### config.mk
export PLATFORM = sky130hd
export DESIGN_NAME = ovl_glyph_serializer
export DESIGN_NICKNAME = d
export VERILOG_FILES = /design/src/rtl/ovl_pkg.sv /design/src/rtl/ovl_line_regs.sv /design/src/rtl/ovl_cell_timer.sv /design/src/rtl/ovl_pixel_pick.sv /design/src/rtl/ovl_glyph_serializer.sv
export SDC_FILE = /design/constraint.sdc
export NUM_CORES = 1
export LEC_CHECK = 0
export BUFFER_PORTS_ARGS = -buffer_cell sky130_fd_sc_hd__clkbuf_2
export CAP_MARGIN = 20
export CORE_MARGIN = 5
export CORE_UTILIZATION = 40
export CTS_BUF_LIST = sky130_fd_sc_hd__clkbuf_4
export DETAILED_ROUTE_END_ITERATION = 16
export GPL_TIMING_DRIVEN = 1
export HOLD_SLACK_MARGIN = 0.03
export PLACE_DENSITY = 0.63
export RECOVER_POWER = 100
export SKIP_CTS_REPAIR_TIMING = 1
export SLEW_MARGIN = 40
export SYNTH_ARGS = -nofsm -noshare
export SYNTH_HDL_FRONTEND = slang
export SYNTH_SLANG_ARGS = --single-unit
### constraint.sdc
create_clock -name clk -period 8 [get_ports clk]
set_input_delay 2.4 -clock clk [delete_from_list [all_inputs] [get_ports clk]]
set_output_delay 2.4 -clock clk [all_outputs]
set_load 0.02 [all_outputs]
### src/rtl/ovl_pkg.sv
package ovl_pkg;
  typedef enum logic [1:0] {
    ST_IDLE  = 2'd0,
    ST_CELL  = 2'd1,
    ST_BLANK = 2'd2
  } ovl_state_e;
endpackage

### src/rtl/ovl_line_regs.sv
module ovl_line_regs #(
  parameter int NSLOT = 22,
  parameter int GW    = 5,
  parameter int NMARK = 3,
  parameter int BW    = 8
) (
  input  logic                clk,
  input  logic                rst_n,
  input  logic                load,
  input  logic [NSLOT*GW-1:0] glyph_in,
  input  logic [NSLOT-1:0]    mark_sel_in,
  input  logic [NMARK-1:0]    mark_row_in,
  input  logic [BW-1:0]       blank_in,
  output logic [NSLOT*GW-1:0] glyph_q,
  output logic [NSLOT-1:0]    mark_sel_q,
  output logic [NMARK-1:0]    mark_row_q,
  output logic [BW-1:0]       blank_q
);
  always_ff @(posedge clk or negedge rst_n) begin
    if (!rst_n) begin
      glyph_q    <= '0;
      mark_sel_q <= '0;
      mark_row_q <= '0;
      blank_q    <= '0;
    end else if (load) begin
      glyph_q    <= glyph_in;
      mark_sel_q <= mark_sel_in;
      mark_row_q <= mark_row_in;
      blank_q    <= blank_in;
    end
  end
endmodule

### src/rtl/ovl_cell_timer.sv
module ovl_cell_timer
  import ovl_pkg::*;
#(
  parameter int NSLOT      = 22,
  parameter int DATE_SLOTS = 11,
  parameter int GW         = 5,
  parameter int GAP        = 2,
  parameter int NMARK      = 3,
  parameter int BW         = 8,
  localparam int SLW = $clog2(NSLOT),
  localparam int PXW = $clog2(GW + GAP),
  localparam int MIW = $clog2(NMARK + 1)
) (
  input  logic           clk,
  input  logic           rst_n,
  input  logic           start,
  input  logic           cur_mark,
  input  logic [BW-1:0]  blank_len,
  output ovl_state_e     state,
  output logic [SLW-1:0] slot,
  output logic [PXW-1:0] px,
  output logic [MIW-1:0] midx,
  output logic           done
);
  localparam logic [SLW-1:0] LAST_SLOT  = SLW'(NSLOT - 1);
  localparam logic [SLW-1:0] BREAK_SLOT = SLW'(DATE_SLOTS - 1);
  localparam logic [PXW-1:0] LAST_GLYPH = PXW'(GW + GAP - 1);
  localparam logic [PXW-1:0] LAST_MARK  = PXW'(GAP);
  localparam logic [MIW-1:0] MIDX_TOP   = MIW'(NMARK);

  logic [BW-1:0] bcnt;
  logic          cell_last;

  assign cell_last = (px == (cur_mark ? LAST_MARK : LAST_GLYPH));

  always_ff @(posedge clk or negedge rst_n) begin
    if (!rst_n) begin
      state <= ST_IDLE;
      slot  <= '0;
      px    <= '0;
      midx  <= '0;
      bcnt  <= '0;
      done  <= 1'b0;
    end else begin
      done <= 1'b0;
      unique case (state)
        ST_IDLE: if (start) begin
          state <= ST_CELL;
          slot  <= '0;
          px    <= '0;
          midx  <= '0;
        end
        ST_CELL: begin
          if (!cell_last) begin
            px <= px + 1'b1;
          end else begin
            px <= '0;
            if (cur_mark && midx != MIDX_TOP) midx <= midx + 1'b1;
            if (slot == LAST_SLOT) begin
              state <= ST_IDLE;
              done  <= 1'b1;
            end else begin
              slot <= slot + 1'b1;
              if (slot == BREAK_SLOT && blank_len != '0) begin
                state <= ST_BLANK;
                bcnt  <= '0;
              end
            end
          end
        end
        ST_BLANK: begin
          if (BW'(bcnt + 1'b1) == blank_len) state <= ST_CELL;
          else bcnt <= bcnt + 1'b1;
        end
        default: state <= ST_IDLE;
      endcase
    end
  end


  done_pulse_chk: assert property (@(posedge clk) disable iff (!rst_n)
    done |=> !done);

  cell_hold_chk: assert property (@(posedge clk) disable iff (!rst_n)
    (state == ST_CELL && !cell_last) |=> (state == ST_CELL && slot == $past(slot)));

  blank_exit_chk: assert property (@(posedge clk) disable iff (!rst_n)
    (state == ST_BLANK) |=> (state != ST_IDLE));
endmodule

### src/rtl/ovl_pixel_pick.sv
module ovl_pixel_pick
  import ovl_pkg::*;
#(
  parameter int GW    = 5,
  parameter int GAP   = 2,
  parameter int NMARK = 3,
  localparam int PXW = $clog2(GW + GAP),
  localparam int MIW = $clog2(NMARK + 1)
) (
  input  logic           clk,
  input  logic           rst_n,
  input  ovl_state_e     state,
  input  logic [PXW-1:0] px,
  input  logic [MIW-1:0] midx,
  input  logic [GW-1:0]  cur_row,
  input  logic           cur_mark,
  input  logic [NMARK-1:0] mark_row,
  output logic           pix
);
  always_comb begin
    pix = 1'b0;
    if (state == ST_CELL) begin
      if (cur_mark) begin
        if (px == '0) begin
          for (int m = 0; m < NMARK; m++)
            if (midx == MIW'(m)) pix = mark_row[NMARK-1-m];
        end
      end else begin
        for (int b = 0; b < GW; b++)
          if (px == PXW'(GW - 1 - b)) pix = cur_row[b];
      end
    end
  end


  dark_idle_chk: assert property (@(posedge clk) disable iff (!rst_n)
    (state == ST_IDLE) |-> !pix);

  dark_blank_chk: assert property (@(posedge clk) disable iff (!rst_n)
    (state == ST_BLANK) |-> !pix);

  glyph_gap_chk: assert property (@(posedge clk) disable iff (!rst_n)
    (state == ST_CELL && !cur_mark && px >= PXW'(GW)) |-> !pix);

  mark_gap_chk: assert property (@(posedge clk) disable iff (!rst_n)
    (state == ST_CELL && cur_mark && px != '0) |-> !pix);
endmodule

### src/rtl/ovl_glyph_serializer.sv
module ovl_glyph_serializer
  import ovl_pkg::*;
#(
  parameter int NSLOT      = 22,
  parameter int DATE_SLOTS = 11,
  parameter int GW         = 5,
  parameter int GAP        = 2,
  parameter int NMARK      = 3,
  parameter int BW         = 8
) (
  input  logic                clk,
  input  logic                rst_n,
  input  logic                line_valid,
  output logic                line_ready,
  input  logic [NSLOT*GW-1:0] glyph_rows,
  input  logic [NSLOT-1:0]    slot_is_mark,
  input  logic [NMARK-1:0]    mark_row,
  input  logic [BW-1:0]       blank_len,
  output logic                pix_out,
  output logic                line_done
);
  localparam int SLW = $clog2(NSLOT);
  localparam int PXW = $clog2(GW + GAP);
  localparam int MIW = $clog2(NMARK + 1);

  ovl_state_e          state;
  logic [SLW-1:0]      slot;
  logic [PXW-1:0]      px;
  logic [MIW-1:0]      midx;
  logic [NSLOT*GW-1:0] glyph_q;
  logic [NSLOT-1:0]    mark_sel_q;
  logic [NMARK-1:0]    mark_row_q;
  logic [BW-1:0]       blank_q;
  logic [GW-1:0]       cur_row;
  logic                cur_mark;
  logic                accept;

  assign line_ready = (state == ST_IDLE);
  assign accept     = line_valid && line_ready;

  ovl_line_regs #(.NSLOT(NSLOT), .GW(GW), .NMARK(NMARK), .BW(BW)) u_regs (
    .clk(clk), .rst_n(rst_n), .load(accept),
    .glyph_in(glyph_rows), .mark_sel_in(slot_is_mark),
    .mark_row_in(mark_row), .blank_in(blank_len),
    .glyph_q(glyph_q), .mark_sel_q(mark_sel_q),
    .mark_row_q(mark_row_q), .blank_q(blank_q)
  );

  always_comb begin
    cur_row  = '0;
    cur_mark = 1'b0;
    for (int s = 0; s < NSLOT; s++) begin
      if (slot == SLW'(s)) begin
        cur_row  = glyph_q[s*GW +: GW];
        cur_mark = mark_sel_q[s];
      end
    end
  end

  ovl_cell_timer #(.NSLOT(NSLOT), .DATE_SLOTS(DATE_SLOTS), .GW(GW), .GAP(GAP),
                   .NMARK(NMARK), .BW(BW)) u_timer (
    .clk(clk), .rst_n(rst_n), .start(accept), .cur_mark(cur_mark),
    .blank_len(blank_q), .state(state), .slot(slot), .px(px),
    .midx(midx), .done(line_done)
  );

  ovl_pixel_pick #(.GW(GW), .GAP(GAP), .NMARK(NMARK)) u_pick (
    .clk(clk), .rst_n(rst_n), .state(state), .px(px), .midx(midx),
    .cur_row(cur_row), .cur_mark(cur_mark), .mark_row(mark_row_q),
    .pix(pix_out)
  );


  ready_after_done_chk: assert property (@(posedge clk) disable iff (!rst_n)
    line_done |-> line_ready);

  start_leaves_idle_chk: assert property (@(posedge clk) disable iff (!rst_n)
    accept |=> !line_ready);
endmodule

==> flow_summary_export.csv <==
group,metric,value,unit
status,outcome,"finished, violations left",
status,violations,"capacitance limit, slew limit",
logic_synthesis,syn_nets,1230,
drt,via_per_inst,5.207,
drt,drtPass1Iterations,5,
pwr,cellLeakagePower,5.147,nW
sta,slew_headroom,-92.78,%
clock_network,clkTransAtPathRegs,0.14,ns
clock_network,htreeDepth,4,
sta,min_period,6.578,ns
sta,skew,0.02052,ns
floorplanning,io_pins,149,
floorplanning,die_area,24420,um^2
logic_synthesis,synth.distinct_cells,68,
critical_path,cp.required,5.60,ns
placed_design,dpl_worst_slack,1.934,ns
floorplanning,core_area,21020,um^2
clock_network,clkLatencyLatePin,0.57,ns
sta,tns,0,ns
pwr,clkPwrFrac,36.2,%
floorplanning,die_w,156.3,um
pwr,switching_share,24.43,%
final_layout,final_area,9742,um^2
logic_synthesis,yosysTopAreaCellShare,47.95,%
pwr,power_density,141.8,nW/um^2
logic_synthesis,syn_area,8558,um^2
logic_synthesis,yosysSeqAreaShare,47.95,%
sta,setup_viol_count_final,0,
clock_network,tritoncts,"built",
final_layout,syn2layout_area_growth,13.83,%
placed_design,place_area,9459,um^2
floorplanning,std_cell_rows,53,
floorplanning,initial_core_util,40.71,%
sta,layout_setup_ws,1.422,ns
sta,max_freq,152.0,MHz
run,cap_violations,4,
clock_network,cts-root-buf,"clkbuf_4",
critical_path,crit_fanout,25,
min_path,min_path_type,"register to register",
logic_synthesis,synth-main-ff-cell,"dfrtp_1",
logic_synthesis,synthArstFlopShare,100.0,%
pwr,power_frac_comb,3.8,%
final_layout,layout_common_cells,"nand2_1 (476), dfrtp_1 (163), clkbuf_2 (144), o21ai_0 (42), nor2_1 (37)",
global_routing,grt_pass1_vias,7445,
final_layout,drive_gt1_share,16.43,%
pwr,p_int,1.044,mW
final_layout,fill_cells,2137,
global_routing,grt_start_max_net_pins,108,
drt,drt_iter0_markers,674,
global_routing,grt_util_all_layers,19.71,%
logic_synthesis,ys_ff_latch,164,
critical_path,arrival,4.18,ns
placed_design,dp_hpwl,17270,um
logic_synthesis,synth-edff-count,0,
pwr,ir_drop,0.07464,mV
pwr,p_sw,337.4,uW
sta,hold_ws,0.4963,ns
drt,wl,23930,um
sta,hold_viol,0,
drt,num_vias,7649,
pwr,power,1.381,mW
final_layout,fin_nets,1341,
drt,antenna_left,0,
sta,finalCritPeriodShare,82.22,%
clock_network,cts_buffers,17,
global_routing,grt_pass1_wl,38730,um
critical_path,start_kind,"register",
logic_synthesis,synth_cells,1069,
sta,grt_setup_unrepaired,"no",
placed_design,portBuffers,148,
drt,drc,0,
drt,wire_per_inst,16.29,um
final_layout,mostFrequentLayoutCell,"nand2_1",
sta,worst_slew_pin_slew,2.892,ns
floorplanning,die_h,156.3,um
pwr,p_seq_share,60.0,%
global_routing,overflow,0,
logic_synthesis,synth.area.top_cells,"dfrtp_1 (48%), nand2_1 (21%), ha_1 (2.2%), clkbuf_1 (2.1%), o21ai_0 (2.0%)",
placed_design,gp_congestion,0.8758,
sta,finalMaxSlewViolations,230,
clock_network,clock_sinks,164,
logic_synthesis,syn_area_per_cell,8.006,um^2
logic_synthesis,yosys.area.top_type,"dfrtp_1",
logic_synthesis,synth_warnings,0,
clock_network,clk_path_buf_depth,2,
global_routing,antenna_found_initial,1,
critical_path,cp-end-kind,"output port",
critical_path,criticalPathCategory,"register to output port",
-- flip-flops by register name, summed over array words and instances (netlist names) --
| register | cells |
|---|---|
| u_regs.blank_q | 8 |
| u_regs.glyph_q | 110 |
| u_regs.mark_sel_q | 22 |
| u_timer.done | 1 |
| u_timer.px | 3 |
| u_timer.midx | 2 |
| u_timer.slot | 5 |
| u_timer.state | 2 |
| u_timer.bcnt | 8 |
| u_regs.mark_row_q | 3 |
-- layout make-up --
cell class / count / area [um^2] / share of cell area (%)
clock buffer: 17 / 127.6 / 1.310
multi-input combinational: 817 / 4099 / 42.08
timing repair buffer: 159 / 830.8 / 8.528
tap: 275 / 344.1 / 3.532
inverter: 21 / 78.83 / 0.8091
antenna: 1 / 2.502 / 0.02569
clock inverter: 15 / 153.9 / 1.580
sequential: 164 / 4105 / 42.14
-- critical path, stage by stage, from the launching register on --
cell	delay (ns)
dfrtp_1	0.89
inv_1	0.23
nor3_1	0.24
ha_1	0.40
inv_1	0.14
o21ai_0	0.24
o2111ai_1	0.24
o21a_1	0.26
o211ai_1	0.16
o31ai_1	0.11
nor4_1	0.42
clkbuf_1	0.28
-- cell usage after synthesis (4+ instances only) --
cell,instances
a21oi_1,32
nor2_1,37
o2111ai_1,6
o41ai_1,4
a31oi_1,8
a211o_1,4
o22ai_1,7
clkbuf_1,49
nor3_1,15
inv_1,19
dfrtp_1,164
nor4_1,6
nand3_1,17
o31ai_1,4
o211ai_1,11
a2111oi_0,4
nand2b_1,10
ha_1,15
and4b_1,4
nand4_1,6
a221oi_1,8
xor2_1,4
buf_2,14
o21ai_1,11
or3_1,5
o21ai_0,35
a22oi_1,4
nand2_1,477
a211oi_1,6
xnor2_1,10
nor2b_1,10
-- metal layers --
layer / up-vias / track usage (%) / routed length (um)
li1: 3793 / - / -
met1: 3570 / 29.00 / 11150
met2: 263 / 30.29 / 11050
met3: 23 / 3.733 / 1399
met4: 0 / 4.587 / 334
met5: - / 0 / 0
-- final timing paths --
| kind | from | slack, ns | to | cells after the start |
|---|---|---|---|---|
| max reg2reg | u_timer.state[1] | 3.06 | u_timer.slot[1] | 5 |
| min reg2reg | u_regs.glyph_q[73] | 0.50 | u_regs.glyph_q[73] | 2 |
| min | u_regs.glyph_q[73] | 0.50 | u_regs.glyph_q[73] | 2 |
| max in group asynchronous | rst_n | 2.10 | u_regs.glyph_q[73] | 3 |
| min in group asynchronous | rst_n | 2.27 | u_regs.mark_sel_q[4] | 1 |
| max | u_timer.slot[3] | 1.42 | pix_out | 11 |
-- power groups by stage --
stage	logic, mW	registers [mW]	clock network [mW]
floorplan	0.000903	0.845	0
global route	0.0606	0.829	0.546
finish	0.0526	0.829	0.499
CTS	0.0533	0.829	0.517
detailed placement	0.0529	0.845	0
global placement	0.0521	0.845	0
-- logic make-up (layout without fill, tap and decap cells) --
kind of cell | count (synthesis) | in the layout | synth area share [%]
buffers and inverters | 88 | 212 | 4.240
AOI/OAI and AO/OA | 167 | 167 | 13.10
xor gates and xnor gates | 14 | 14 | 1.433
adders and majority gates | 15 | 15 | 2.193
and+or+nand+nor | 618 | 618 | 30.72
other | 0 | 1 | 0
DFF | 164 | 164 | 47.95
muxes | 3 | 3 | 0.3655
-- metrics by stage --
stage,utilization (%),instances
2_1_floorplan,-,1069
3_3_place_gp,44.92,1434
3_5_place_dp,45.00,1434
4_1_cts,46.34,1466
5_1_grt,46.34,1469
6_report,46.34,1469
(Power assumes the default switching activity.)
